$ cat config.mk
export PLATFORM = sky130hd
export DESIGN_NAME = hbridge_ctrl
export DESIGN_NICKNAME = d
export VERILOG_FILES = /design/src/rtl/hb_pkg.sv /design/src/rtl/hb_drive_map.sv /design/src/rtl/hb_fault_fsm.sv /design/src/rtl/hbridge_ctrl.sv
export SDC_FILE = /design/constraint.sdc
export NUM_CORES = 1
export LEC_CHECK = 0
export BUFFER_PORTS_ARGS = -buffer_cell sky130_fd_sc_hd__buf_2
export CAP_MARGIN = 20
export CORE_AREA = 2 2 39 41
export DETAILED_ROUTE_END_ITERATION = 8
export DIE_AREA = 0 0 41 43
export HOLD_SLACK_MARGIN = 0.15
export PLACE_DENSITY = 0.61
export SYNTH_ARGS = -nofsm -noshare
export SYNTH_HDL_FRONTEND = slang
export SYNTH_SLANG_ARGS = --single-unit
$ cat constraint.sdc
create_clock -name clk -period 4.15 [get_ports clk]
set_input_delay 0.415 -clock clk [delete_from_list [all_inputs] [get_ports clk]]
set_output_delay 0.415 -clock clk [all_outputs]
set_load 0.05 [all_outputs]
$ cat src/rtl/hb_pkg.sv
package hb_pkg;

  typedef enum logic [1:0] {
    FS_RUN   = 2'd0,
    FS_DGL   = 2'd1,
    FS_RETRY = 2'd2
  } fault_st_e;

  typedef struct packed {
    logic hs1;
    logic ls1;
    logic hs2;
    logic ls2;
  } gates_t;

  localparam gates_t GATES_OFF = '{hs1: 1'b0, ls1: 1'b0, hs2: 1'b0, ls2: 1'b0};

endpackage

$ cat src/rtl/hb_drive_map.sv
module hb_drive_map
  import hb_pkg::*;
#(
  parameter int DRIVE_MODE = 0
) (
  input  logic   ctl_a,
  input  logic   ctl_b,
  output gates_t map_o
);

  generate
    if (DRIVE_MODE == 0) begin : g_two_input
      always_comb begin
        map_o = GATES_OFF;
        unique case ({ctl_a, ctl_b})
          2'b00: map_o = GATES_OFF;
          2'b01: begin map_o.ls1 = 1'b1; map_o.hs2 = 1'b1; end
          2'b10: begin map_o.hs1 = 1'b1; map_o.ls2 = 1'b1; end
          default: begin map_o.ls1 = 1'b1; map_o.ls2 = 1'b1; end
        endcase
      end
    end else begin : g_dir_enable
      always_comb begin
        map_o = GATES_OFF;
        if (!ctl_b) begin
          map_o.ls1 = 1'b1;
          map_o.ls2 = 1'b1;
        end else if (ctl_a) begin
          map_o.ls1 = 1'b1;
          map_o.hs2 = 1'b1;
        end else begin
          map_o.hs1 = 1'b1;
          map_o.ls2 = 1'b1;
        end
      end
    end
  endgenerate

endmodule

$ cat src/rtl/hb_fault_fsm.sv
module hb_fault_fsm
  import hb_pkg::*;
#(
  parameter int DEGLITCH_CYC = 3,
  parameter int RETRY_CYC    = 5
) (
  input  logic clk,
  input  logic rst_n,
  input  logic sleep_n,
  input  logic oc_any,
  output logic retry_next,
  output logic retry_q
);

  localparam int MAXC = (DEGLITCH_CYC > RETRY_CYC) ? DEGLITCH_CYC : RETRY_CYC;
  localparam int CW   = $clog2(MAXC + 1);
  localparam logic [CW-1:0] DGL_LAST = CW'(DEGLITCH_CYC);
  localparam logic [CW-1:0] RTY_LAST = CW'(RETRY_CYC - 1);

  fault_st_e st_q, st_d;
  logic [CW-1:0] cnt_q, cnt_d;

  always_comb begin
    st_d  = st_q;
    cnt_d = cnt_q;
    if (!sleep_n) begin
      st_d  = FS_RUN;
      cnt_d = '0;
    end else begin
      unique case (st_q)
        FS_RUN: if (oc_any) begin
          st_d  = FS_DGL;
          cnt_d = CW'(1);
        end
        FS_DGL: begin
          if (!oc_any) begin
            st_d  = FS_RUN;
            cnt_d = '0;
          end else if (cnt_q == DGL_LAST) begin
            st_d  = FS_RETRY;
            cnt_d = '0;
          end else begin
            cnt_d = cnt_q + 1'b1;
          end
        end
        default: begin
          if (cnt_q == RTY_LAST) begin
            st_d  = FS_RUN;
            cnt_d = '0;
          end else begin
            cnt_d = cnt_q + 1'b1;
          end
        end
      endcase
    end
  end

  always_ff @(posedge clk) begin
    if (!rst_n) begin
      st_q  <= FS_RUN;
      cnt_q <= '0;
    end else begin
      st_q  <= st_d;
      cnt_q <= cnt_d;
    end
  end

  assign retry_next = (st_d == FS_RETRY);
  assign retry_q    = (st_q == FS_RETRY);


  run_no_direct_trip_chk: assert property (@(posedge clk) disable iff (!rst_n)
    (st_q == FS_RUN) |=> (st_q != FS_RETRY));


  trip_needs_oc_chk: assert property (@(posedge clk) disable iff (!rst_n)
    (st_q == FS_DGL && !oc_any && sleep_n) |=> (st_q == FS_RUN));


  sleep_clears_chk: assert property (@(posedge clk) disable iff (!rst_n)
    !sleep_n |=> (st_q == FS_RUN && cnt_q == '0));


  retry_bounded_chk: assert property (@(posedge clk) disable iff (!rst_n)
    (st_q == FS_RETRY) |-> (cnt_q <= RTY_LAST));

endmodule

$ cat src/rtl/hbridge_ctrl.sv
module hbridge_ctrl
  import hb_pkg::*;
#(
  parameter int DRIVE_MODE   = 0,
  parameter int DEGLITCH_CYC = 3,
  parameter int RETRY_CYC    = 5
) (
  input  logic       clk,
  input  logic       rst_n,
  input  logic       sleep_n,
  input  logic       ctl_a,
  input  logic       ctl_b,
  input  logic       uv_flag,
  input  logic [3:0] oc_flag,
  output logic       gate_hs1,
  output logic       gate_ls1,
  output logic       gate_hs2,
  output logic       gate_ls2,
  output logic       fault_retry
);

  gates_t map_w, gates_q;
  logic   retry_next_w;
  logic   drive_ok;

  hb_drive_map #(.DRIVE_MODE(DRIVE_MODE)) u_map (
    .ctl_a (ctl_a),
    .ctl_b (ctl_b),
    .map_o (map_w)
  );

  hb_fault_fsm #(
    .DEGLITCH_CYC (DEGLITCH_CYC),
    .RETRY_CYC    (RETRY_CYC)
  ) u_fault (
    .clk        (clk),
    .rst_n      (rst_n),
    .sleep_n    (sleep_n),
    .oc_any     (|oc_flag),
    .retry_next (retry_next_w),
    .retry_q    (fault_retry)
  );

  assign drive_ok = sleep_n && !uv_flag && !retry_next_w;

  always_ff @(posedge clk) begin
    if (!rst_n) gates_q <= GATES_OFF;
    else        gates_q <= drive_ok ? map_w : GATES_OFF;
  end

  assign gate_hs1 = gates_q.hs1;
  assign gate_ls1 = gates_q.ls1;
  assign gate_hs2 = gates_q.hs2;
  assign gate_ls2 = gates_q.ls2;


  leg1_excl_chk: assert property (@(posedge clk) disable iff (!rst_n)
    !(gate_hs1 && gate_ls1));


  leg2_excl_chk: assert property (@(posedge clk) disable iff (!rst_n)
    !(gate_hs2 && gate_ls2));


  sleep_off_chk: assert property (@(posedge clk) disable iff (!rst_n)
    !sleep_n |=> !(gate_hs1 || gate_ls1 || gate_hs2 || gate_ls2));


  uv_off_chk: assert property (@(posedge clk) disable iff (!rst_n)
    uv_flag |=> !(gate_hs1 || gate_ls1 || gate_hs2 || gate_ls2));


  retry_off_chk: assert property (@(posedge clk) disable iff (!rst_n)
    fault_retry |-> !(gate_hs1 || gate_ls1 || gate_hs2 || gate_ls2));

endmodule

After elaboration in Yosys (flattened, before gate mapping):

Index checks and enable logic that the tools add are counted.

* $add $sub $neg: 1
* eq/ne operators: 8
* muxes and demuxes: 15
* reductions and logical operators: 11

Operators with widths (number)
* 3-bit 2-to-1 mux: 4
* 2-bit 2-to-1 mux: 5
* 2-bit equality test, second input constant: 3
* 3-bit case mux with 2 select lines: 1
* 2-bit by 1-bit equality test with 1-bit output, second input constant: 2
* 2-bit logical NOT: 2
* 1-bit 2-to-1 mux: 4
* 2-bit case mux with 2 select lines: 1
* 2-bit AND reduction: 2
* 2-bit OR reduction: 2
* 4-bit OR reduction: 1
* 3-bit by 1-bit adder with 3-bit output, second input constant: 1
* 3-bit by 2-bit equality test with 1-bit output, second input constant: 1
* 3-bit equality test, second input constant: 1
* 1-bit logical AND: 2
* 1-bit logical NOT: 2
* 2-bit by 1-bit != test with 1-bit output, second input constant: 1

* bits in registers: 9
* input bits: 10
* output and inout bits: 5

Logic depth before layout (Yosys ltp):

Gate-level depths: netlist of the first run.

* depth after elaboration: 9
* gate-level depth with buffers: 6
* mapped depth without buffers: 6

By module:

Synthesis of the first run repeated with hierarchy kept, for this count alone.

* cells, all modules: 52
* area, all modules: 494.2 sq um

By module, submodules not included
* hb_fault_fsm: times used 1, cells an instance 38, area an instance 346.6 sq um
* hbridge_ctrl: times used 1, cells an instance 10, area an instance 125.1 sq um
* hb_drive_map: times used 1, cells an instance 4, area an instance 22.5 sq um

Least setup slack after synthesis of the first run:

No wires, ideal clock.

* kind: register to output
* start: register u_fault.st_q[1]
* end: output port fault_retry
* arrival: 1.304 ns
* required time: 3.735 ns
* path slack: 2.431 ns
* stages on the path, launching flop included: 3
* cell sequence: dfxtp_1 -> clkbuf_1 -> nor2b_1

* word-level cells in the longest chain between the ends: 1

RTL lines
* start, declared: RTL line hb_fault_fsm.sv:20 `fault_st_e st_q, st_d;`
* start signal, assigned: RTL line hb_fault_fsm.sv:63 `st_q <= st_d;`
* 2-bit equality test: RTL line hb_fault_fsm.sv:69 `assign retry_q = (st_q == FS_RETRY);`
* end, declared: RTL line hbridge_ctrl.sv:19 `output logic fault_retry`

No other way between the ends.

Final worst setup path of the first run:

Same ends and word-level chain as after synthesis.

==> impl_metrics.tcl, run 1 <==
set metrics [dict create \
    path_clk_slew_ps 60 \
    grt_usage_pct 13.1 \
    power.density_nw_per_um2 296 \
    slew_headroom_pct 70.5 \
    vias 428 \
    yosysWarnings 0 \
    place_congestion 0.633 \
    dp.cells 80 \
    p_leak_nw 0.255 \
    drt-wirelength-per-cell_um 10.8 \
    firstDrtPassIters 3 \
    cts_hold_buf 0 \
    ys_ff_latch 9 \
    crit_family "flip-flops" \
    syn_inst 51 \
    yosysSeqAreaShare_pct 38.3 \
    post-cts-setup-buffers 0 \
    slowest_delay_ps 500 \
    peakVddDrop_v 0.000177 \
    grt_pass1_wl_um 1510 \
    worstSetupStartpointType "flop" \
    clk_latency_ps 250 \
    fill_cells 146 \
    wl_um 910 \
    synthToLayoutAreaGrowth_pct 23.9 \
    cts_root_buf "clkbuf_4" \
    criticalPathCategory "reg2out" \
    slew_viol_final 0 \
    hold_viol 0 \
    fin_crit_sh_pct 38.5 \
    yosysUniqueCellTypes 23 \
    rsz0062_at_grt "false" \
    fin_nets 83 \
    finClkSkew_ps 4.37 \
    final_cell_mix "14 x buf_2, 9 x dfxtp_1, 5 x nand2_1, 5 x a21oi_1" \
    overflow 0 \
    cts-buffers-inserted 3 \
    antenna_found_initial 0 \
    ios 15 \
    power_frac_clock_pct 37.2 \
    worst_pin_slew_ps 439 \
    drtIter0Drc 2 \
    path_buf_inv 1 \
    final_common_cell "buf_2" \
    hold_path_class "in2reg" \
    antenna_cells 0 \
    cts_resized 0 \
    clock-sinks 9 \
    arrival_ps 1180 \
    die_area_um2 1760 \
    cp_slowest_cell "dfxtp_1" \
    swShare_pct 23.1 \
    die_w_um 41 \
    maxCapViolations 0 \
    clock_path_buffers 2 \
    crit_fanout 11 \
    start_util_pct 34.0 \
    setup_viol_count_final 0 \
    synth_area_um2 470 \
    die_h_um 43 \
    seqPwrFrac_pct 52.6 \
    port_buffers 14 \
    layout_min_cycle_time_ps 1600 \
    status "finished clean" \
    core_um2 1380 \
    worstPathRequired_ps 3730 \
    setup_tns_ps 0 \
    grt_pass1_vias 358 \
    synth_fp_nets 65 \
    htree_levels 1 \
    avgSynthCellArea_um2 9.22 \
    rows 14 \
    power_switching_mw 0.0399 \
    fin_cells 84 \
    cts_tree "yes" \
    p_int_mw 0.133 \
    drcViolationCount 0 \
    dpl.hpwl_um 732 \
    endpoint_kind "primary output" \
    p_comb_share_pct 10.3 \
    fmax_mhz 625 \
    drive_above_1_share_pct 30.9 \
    path_cells "nor2b_1, buf_2" \
    viasPerCell 5.10 \
    grt_max_degree 12 \
    ant_nets 0 \
]
-- cell usage after synthesis (all sizes together) --
cell / n / share of area (%)
clkbuf: 1 / 0.80
or2: 1 / 1.3
nor2b: 1 / 1.3
o32a: 1 / 2.4
o41a: 1 / 2.4
inv: 4 / 3.2
nor2: 2 / 1.6
ha: 4 / 11
nand2: 5 / 4.0
o21ai: 1 / 1.1
nor3: 3 / 4.3
nand4b: 2 / 3.7
or3: 1 / 1.3
nand3: 3 / 3.2
a21bo: 1 / 2.1
a21oi: 5 / 5.3
or3b: 1 / 1.9
o211a: 1 / 2.1
dfxtp: 9 / 38
nor4: 3 / 7.2
o311ai: 1 / 1.9
-- kinds of logic after synthesis --
family          synth area share (%)
simple gates                    29.8
buf+inv                         3.99
fa+ha+maj                       10.6
compound gates                  17.3
flops                           38.3
-- metrics by stage --
stage          instance area [µm²]  total power, mW  hold WS [ps]  setup slack [ps]  utilization, %
6_report                       583            0.173           346              2550            42.1
5_1_grt                        583            0.184           343              2470            42.1
4_1_cts                        583            0.176           336              2540            42.1
3_5_place_dp                   557            0.110           495              2620            40.2
3_3_place_gp                   557            0.110           495              2690            40.2
2_1_floorplan                  470            0.101           465              2430               -
-- area by class of cell --
| class | count | area [µm²] | share of cell area (%) |
|---|---|---|---|
| Multi-Input combinational cell | 37 | 272 | 46.6 |
| Sequential cell | 9 | 180 | 30.9 |
| Inverter | 4 | 15.0 | 2.58 |
| Timing Repair Buffer | 14 | 70.1 | 12.0 |
| Tap cell | 16 | 20.0 | 3.43 |
| Clock buffer | 4 | 26.3 | 4.51 |
-- sequential cells by signal (all words and copies together), names as in the netlist --
| signal | cells |
|---|---|
| u_fault.cnt_q | 3 |
| gate_hs1 | 1 |
| gate_ls2 | 1 |
| gate_ls1 | 1 |
| gate_hs2 | 1 |
| u_fault.st_q | 2 |
-- per-layer routing --
metal,global-route usage (%),part of all wire [%],routed length [µm],vias up
met5,0,0,0,-
met4,8.00,0.88,8,0
met3,4.71,8.5,77,2
met2,16.9,43,395,17
met1,17.8,47,429,184
li1,-,-,-,225
-- worst paths after layout --
check / from / end / slack [ps] / depth (start not counted)
hold reg to reg: u_fault.cnt_q[1]$_SDFFE_PN0P_ / u_fault.cnt_q[1]$_SDFFE_PN0P_ / 490 / 2
setup reg to reg: u_fault.cnt_q[0]$_SDFFE_PN0P_ / u_fault.st_q[0]$_SDFF_PN0_ / 2750 / 5
hold / removal: ctl_a / gate_hs2$_SDFF_PN0_ / 350 / 2
setup / recovery: u_fault.st_q[1]$_SDFF_PN0_ / fault_retry / 2550 / 2
-- power by group through the flow --
stage	Combinational, mW	Sequential (mW)	Clock [mW]
finish	0.0178	0.0907	0.0641
global route	0.0201	0.0910	0.0727
CTS	0.0180	0.0907	0.0677
detailed placement	0.0179	0.0926	0
global placement	0.0177	0.0926	0
floorplan	0.00634	0.0950	0
Power figures use the tool's default switching activity.
==> run 2, diff against run 1 <==
- clock period: 4.15 -> 1.5 ns (I/O delays scaled with it)
==> impl_metrics.tcl, run 2 (synthesis results as in run 1) <==
set metrics [dict create \
    status "finished clean" \
    drive_above_1_share_pct 31.4 \
    final_core_util_pct 43.7 \
    die_area_um2 1760 \
    grt_pass1_wl_um 1630 \
    seqPwrFrac_pct 49.9 \
    hold_path_class "in2reg" \
    grt_max_degree 12 \
    rsz0062_at_grt "false" \
    fin_nets 85 \
    fmax_mhz 724 \
    slew_viol_final 0 \
    start_util_pct 34.0 \
    hold_slack_ps 171 \
    firstDrtPassIters 4 \
    fin_crit_sh_pct 92.1 \
    dpl.hpwl_um 718 \
    endpoint_kind "flop" \
    rows 14 \
    ant_nets 0 \
    place_congestion 0.706 \
    finClkSkew_ps 1.06 \
    worstPathRequired_ps 1700 \
    ios 15 \
    antenna_found_initial 0 \
    grt_usage_pct 14.2 \
    worst_pin_slew_ps 460 \
    power_switching_mw 0.136 \
    die_h_um 43 \
    antenna_cells 0 \
    fin_cells 86 \
    final_cell_mix "14 x buf_2, 9 x dfxtp_1, 5 x nand2_1, 5 x a21oi_1" \
    layout_min_cycle_time_ps 1380 \
    cts_root_buf "clkbuf_4" \
    core_um2 1380 \
    criticalPathCategory "reg2reg" \
    vias 450 \
    p_leak_nw 0.266 \
    port_buffers 14 \
    peakVddDrop_v 0.000616 \
    reg_top3 "u_fault.cnt_q: 3 flops, u_fault.st_q: 2 flops" \
    drtIter0Drc 7 \
    largest_reg_flops 3 \
    power.density_nw_per_um2 832 \
    final_common_cell "buf_2" \
    cts-buffers-inserted 3 \
    p_comb_share_pct 10.7 \
    setup_tns_ps 0 \
    cts_hold_buf 2 \
    clock_path_buffers 2 \
    slew_headroom_pct 69.1 \
    crit_fanout 4 \
    cts_tree "yes" \
    power_frac_clock_pct 39.4 \
    swShare_pct 27.0 \
    hold_viol 0 \
    wl_um 999 \
    post-cts-setup-buffers 0 \
    htree_levels 1 \
    synthToLayoutAreaGrowth_pct 28.5 \
    arrival_ps 1590 \
    cts_resized 0 \
    drt-wirelength-per-cell_um 11.6 \
    clk_latency_ps 270 \
    overflow 0 \
    p_int_mw 0.367 \
    viasPerCell 5.23 \
    die_w_um 41 \
    maxCapViolations 0 \
    grt_pass1_vias 402 \
    path_clk_slew_ps 70 \
    dp.cells 80 \
    setup_viol_count_final 0 \
    clock-sinks 9 \
    worstSetupStartpointType "flop" \
    regMostFlops "u_fault.cnt_q" \
    drcViolationCount 0 \
]
## run 2: layer usage
layer	vias up	global-route usage (%)	part of all wire (%)
li1	225	-	-
met1	201	16.4	43
met2	20	19.1	44
met3	4	10.5	11
met4	0	6.00	1.7
met5	-	0	0
## run 2: worst max-delay path: stages (launching register included)
cell and delay, ps:
dfxtp_1 340, ha_1 220, ha_1 190, nand2_1 100, or3b_1 340, a21oi_1 130
## run 2: area by class of cell
type                    instances  area (µm²)
clock buffers                   3        22.5
clock inverters                 1        5.00
fillers                       139         779
inverters                       4        15.0
multi-input cells              37         272
flip-flops and latches          9         180
well taps                      16        20.0
repair buffers                 16        90.1
## run 2: power groups by stage
stage / sequential (mW) / clock, mW / combinational (mW)
floorplan: 0.263 / 0 / 0.0175
global placement: 0.256 / 0 / 0.0494
detailed placement: 0.256 / 0 / 0.0501
CTS: 0.250 / 0.204 / 0.0541
global route: 0.251 / 0.216 / 0.0590
finish: 0.251 / 0.198 / 0.0540
## run 2: final timing paths
path,start,cells after the start,to,slack [ps]
worst max-delay path,u_fault.cnt_q[0]$_SDFFE_PN0P_,5,u_fault.st_q[0]$_SDFF_PN0_,120
worst min-delay path,uv_flag,3,gate_hs1$_SDFF_PN0_,170
worst max register to register,u_fault.cnt_q[0]$_SDFFE_PN0P_,5,u_fault.st_q[0]$_SDFF_PN0_,120
worst min register to register,u_fault.cnt_q[1]$_SDFFE_PN0P_,2,u_fault.cnt_q[1]$_SDFFE_PN0P_,500
## run 2: metrics by stage
step | instance area (µm²) | power [mW] | setup slack (ps)
after global routing | 604 | 0.527 | 24.9
final | 604 | 0.503 | 119
after global placement | 557 | 0.305 | 175
after CTS | 604 | 0.508 | 118
after detailed placement | 557 | 0.306 | 125
after floorplan | 470 | 0.280 | 46.2
==> run 3, diff against run 2 <==
- CELL_PAD_IN_SITES_DETAIL_PLACEMENT: not set -> 1
- CELL_PAD_IN_SITES_GLOBAL_PLACEMENT: not set -> 1
- CORE_AREA: 2 2 39 41 -> not set
- CORE_UTILIZATION: not set -> 34
- DIE_AREA: 0 0 41 43 -> not set
- HOLD_SLACK_MARGIN: 0.15 -> 0.08
- PLACE_DENSITY: 0.61 -> 0.75
==> impl_metrics.tcl, run 3 (synthesis results as in run 1) <==
set metrics [dict create \
    hold_path_class "in2reg" \
    dpl.hpwl_um 940 \
    drcViolationCount 2 \
    worstPathRequired_ps 1710 \
    fin_crit_sh_pct 94.5 \
    arrival_ps 1630 \
    grt_pass1_wl_um 1840 \
    overflow 0 \
    port_buffers 14 \
    worstSetupStartpointType "flop" \
    drt-wirelength-per-cell_um 13.5 \
    clk_latency_ps 270 \
    layout_min_cycle_time_ps 1420 \
    gr-usage-met2_pct 32.9 \
    criticalPathCategory "reg2reg" \
    vias 455 \
    fin_nets 87 \
    start_util_pct 36.2 \
    hold_viol 0 \
    firstDrtPassIters 5 \
    drtIter0Drc 6 \
    clock-sinks 9 \
    rsz0062_at_grt "false" \
    power.density_nw_per_um2 812 \
    rows 13 \
    endpoint_kind "flop" \
    place_congestion 0.697 \
    status "complete, but fails checks" \
    slew_viol_final 0 \
    clock_path_buffers 2 \
    cts-buffers-inserted 3 \
    synthToLayoutAreaGrowth_pct 31.4 \
    final_core_util_pct 47.5 \
    wl_um 1170 \
    die_w_um 39.2 \
    antenna_cells 0 \
    ios 15 \
    ant_nets 0 \
    viasPerCell 5.23 \
    antenna_found_initial 0 \
    finClkSkew_ps 6.63 \
    violations "design-rule violations" \
    worst_pin_slew_ps 346 \
    final_cell_mix "14 x buf_2, 9 x dfxtp_1, 5 x nand2_1, 5 x a21oi_1" \
    fmax_mhz 705 \
    cts_root_buf "clkbuf_4" \
    post-cts-setup-buffers 0 \
    top_usage_layer "met2" \
    die_h_um 39.2 \
    grt_pass1_vias 431 \
    grt_usage_pct 19.7 \
    met1_usage_pct 20.6 \
    final_common_cell "buf_2" \
    reg_top3 "u_fault.cnt_q: 3 flops, u_fault.st_q: 2 flops" \
    htree_levels 1 \
    die_area_um2 1540 \
    grtUsageMet3_pct 5.20 \
    drive_above_1_share_pct 33.3 \
    cts_tree "yes" \
    core_um2 1300 \
    largest_reg_flops 3 \
    grt_max_degree 12 \
    slew_headroom_pct 76.6 \
    path_clk_slew_ps 70 \
    peakVddDrop_v 0.000490 \
    maxCapViolations 0 \
    crit_fanout 4 \
    p_leak_nw 0.276 \
    setup_tns_ps 0 \
    regMostFlops "u_fault.cnt_q" \
    setup_viol_count_final 0 \
]
==> run 3: cell count changes in the layout (fill, tap and decap cells not counted) <==
cell,delta
buf_4,+2
==> run 3: cell type report <==
cell class / count / area, µm²
Fill cell: 178 / 683
Inverter: 4 / 15.0
Tap cell: 15 / 18.8
Clock inverter: 1 / 5.00
Multi-Input combinational cell: 37 / 272
Clock buffer: 3 / 22.5
Timing Repair Buffer: 18 / 105
Sequential cell: 9 / 180
==> run 3: timing repair <==
item,CTS,global route
endpoints found under the setup margin,0,0
hold buffers,2,0
hold endpoints to repair,2,0
gates resized for setup,0,0
==> run 3: layer usage <==
layer | vias up | wire, µm | part of all wire [%]
li1 | 233 | - | -
met1 | 205 | 469 | 40
met2 | 15 | 628 | 54
met3 | 2 | 54 | 4.6
met4 | 0 | 19 | 1.6
met5 | - | 0 | 0
==> run 3: final timing paths <==
kind         slack [ps]                             to                     startpoint  cells after the start
max                  80     u_fault.st_q[0]$_SDFF_PN0_  u_fault.cnt_q[0]$_SDFFE_PN0P_                      5
min                 170            gate_hs2$_SDFF_PN0_                        uv_flag                      3
max reg2reg          80     u_fault.st_q[0]$_SDFF_PN0_  u_fault.cnt_q[0]$_SDFFE_PN0P_                      5
min reg2reg         500  u_fault.cnt_q[1]$_SDFFE_PN0P_  u_fault.cnt_q[1]$_SDFFE_PN0P_                      2
==> run 3: worst max-delay path, stage by stage (launching register included) <==
cell and delay [ps]:
dfxtp_1 340, ha_1 220, ha_1 200, nand2_1 110, or3b_1 360, a21oi_1 120
==> run 3: where the power goes <==
part	leakage [nW]	total (mW)	internal [mW]	switching, mW
Sequential	0.0733	0.251	0.245	0.00590
Clock	0.0177	0.195	0.0988	0.0961
Combinational	0.185	0.0565	0.0244	0.0321
Total	0.276	0.502	0.368	0.134
==> run 3: metrics by stage <==
step	hold WS (ps)	instances	power [mW]	area (µm²)	setup WS (ps)
floorplan	228	51	0.280	470	46.2
global placement	338	81	0.306	571	137
detailed placement	338	81	0.309	571	83.7
CTS	171	87	0.509	618	67.6
global route	190	87	0.529	618	21.9
finish	173	87	0.502	618	81.9
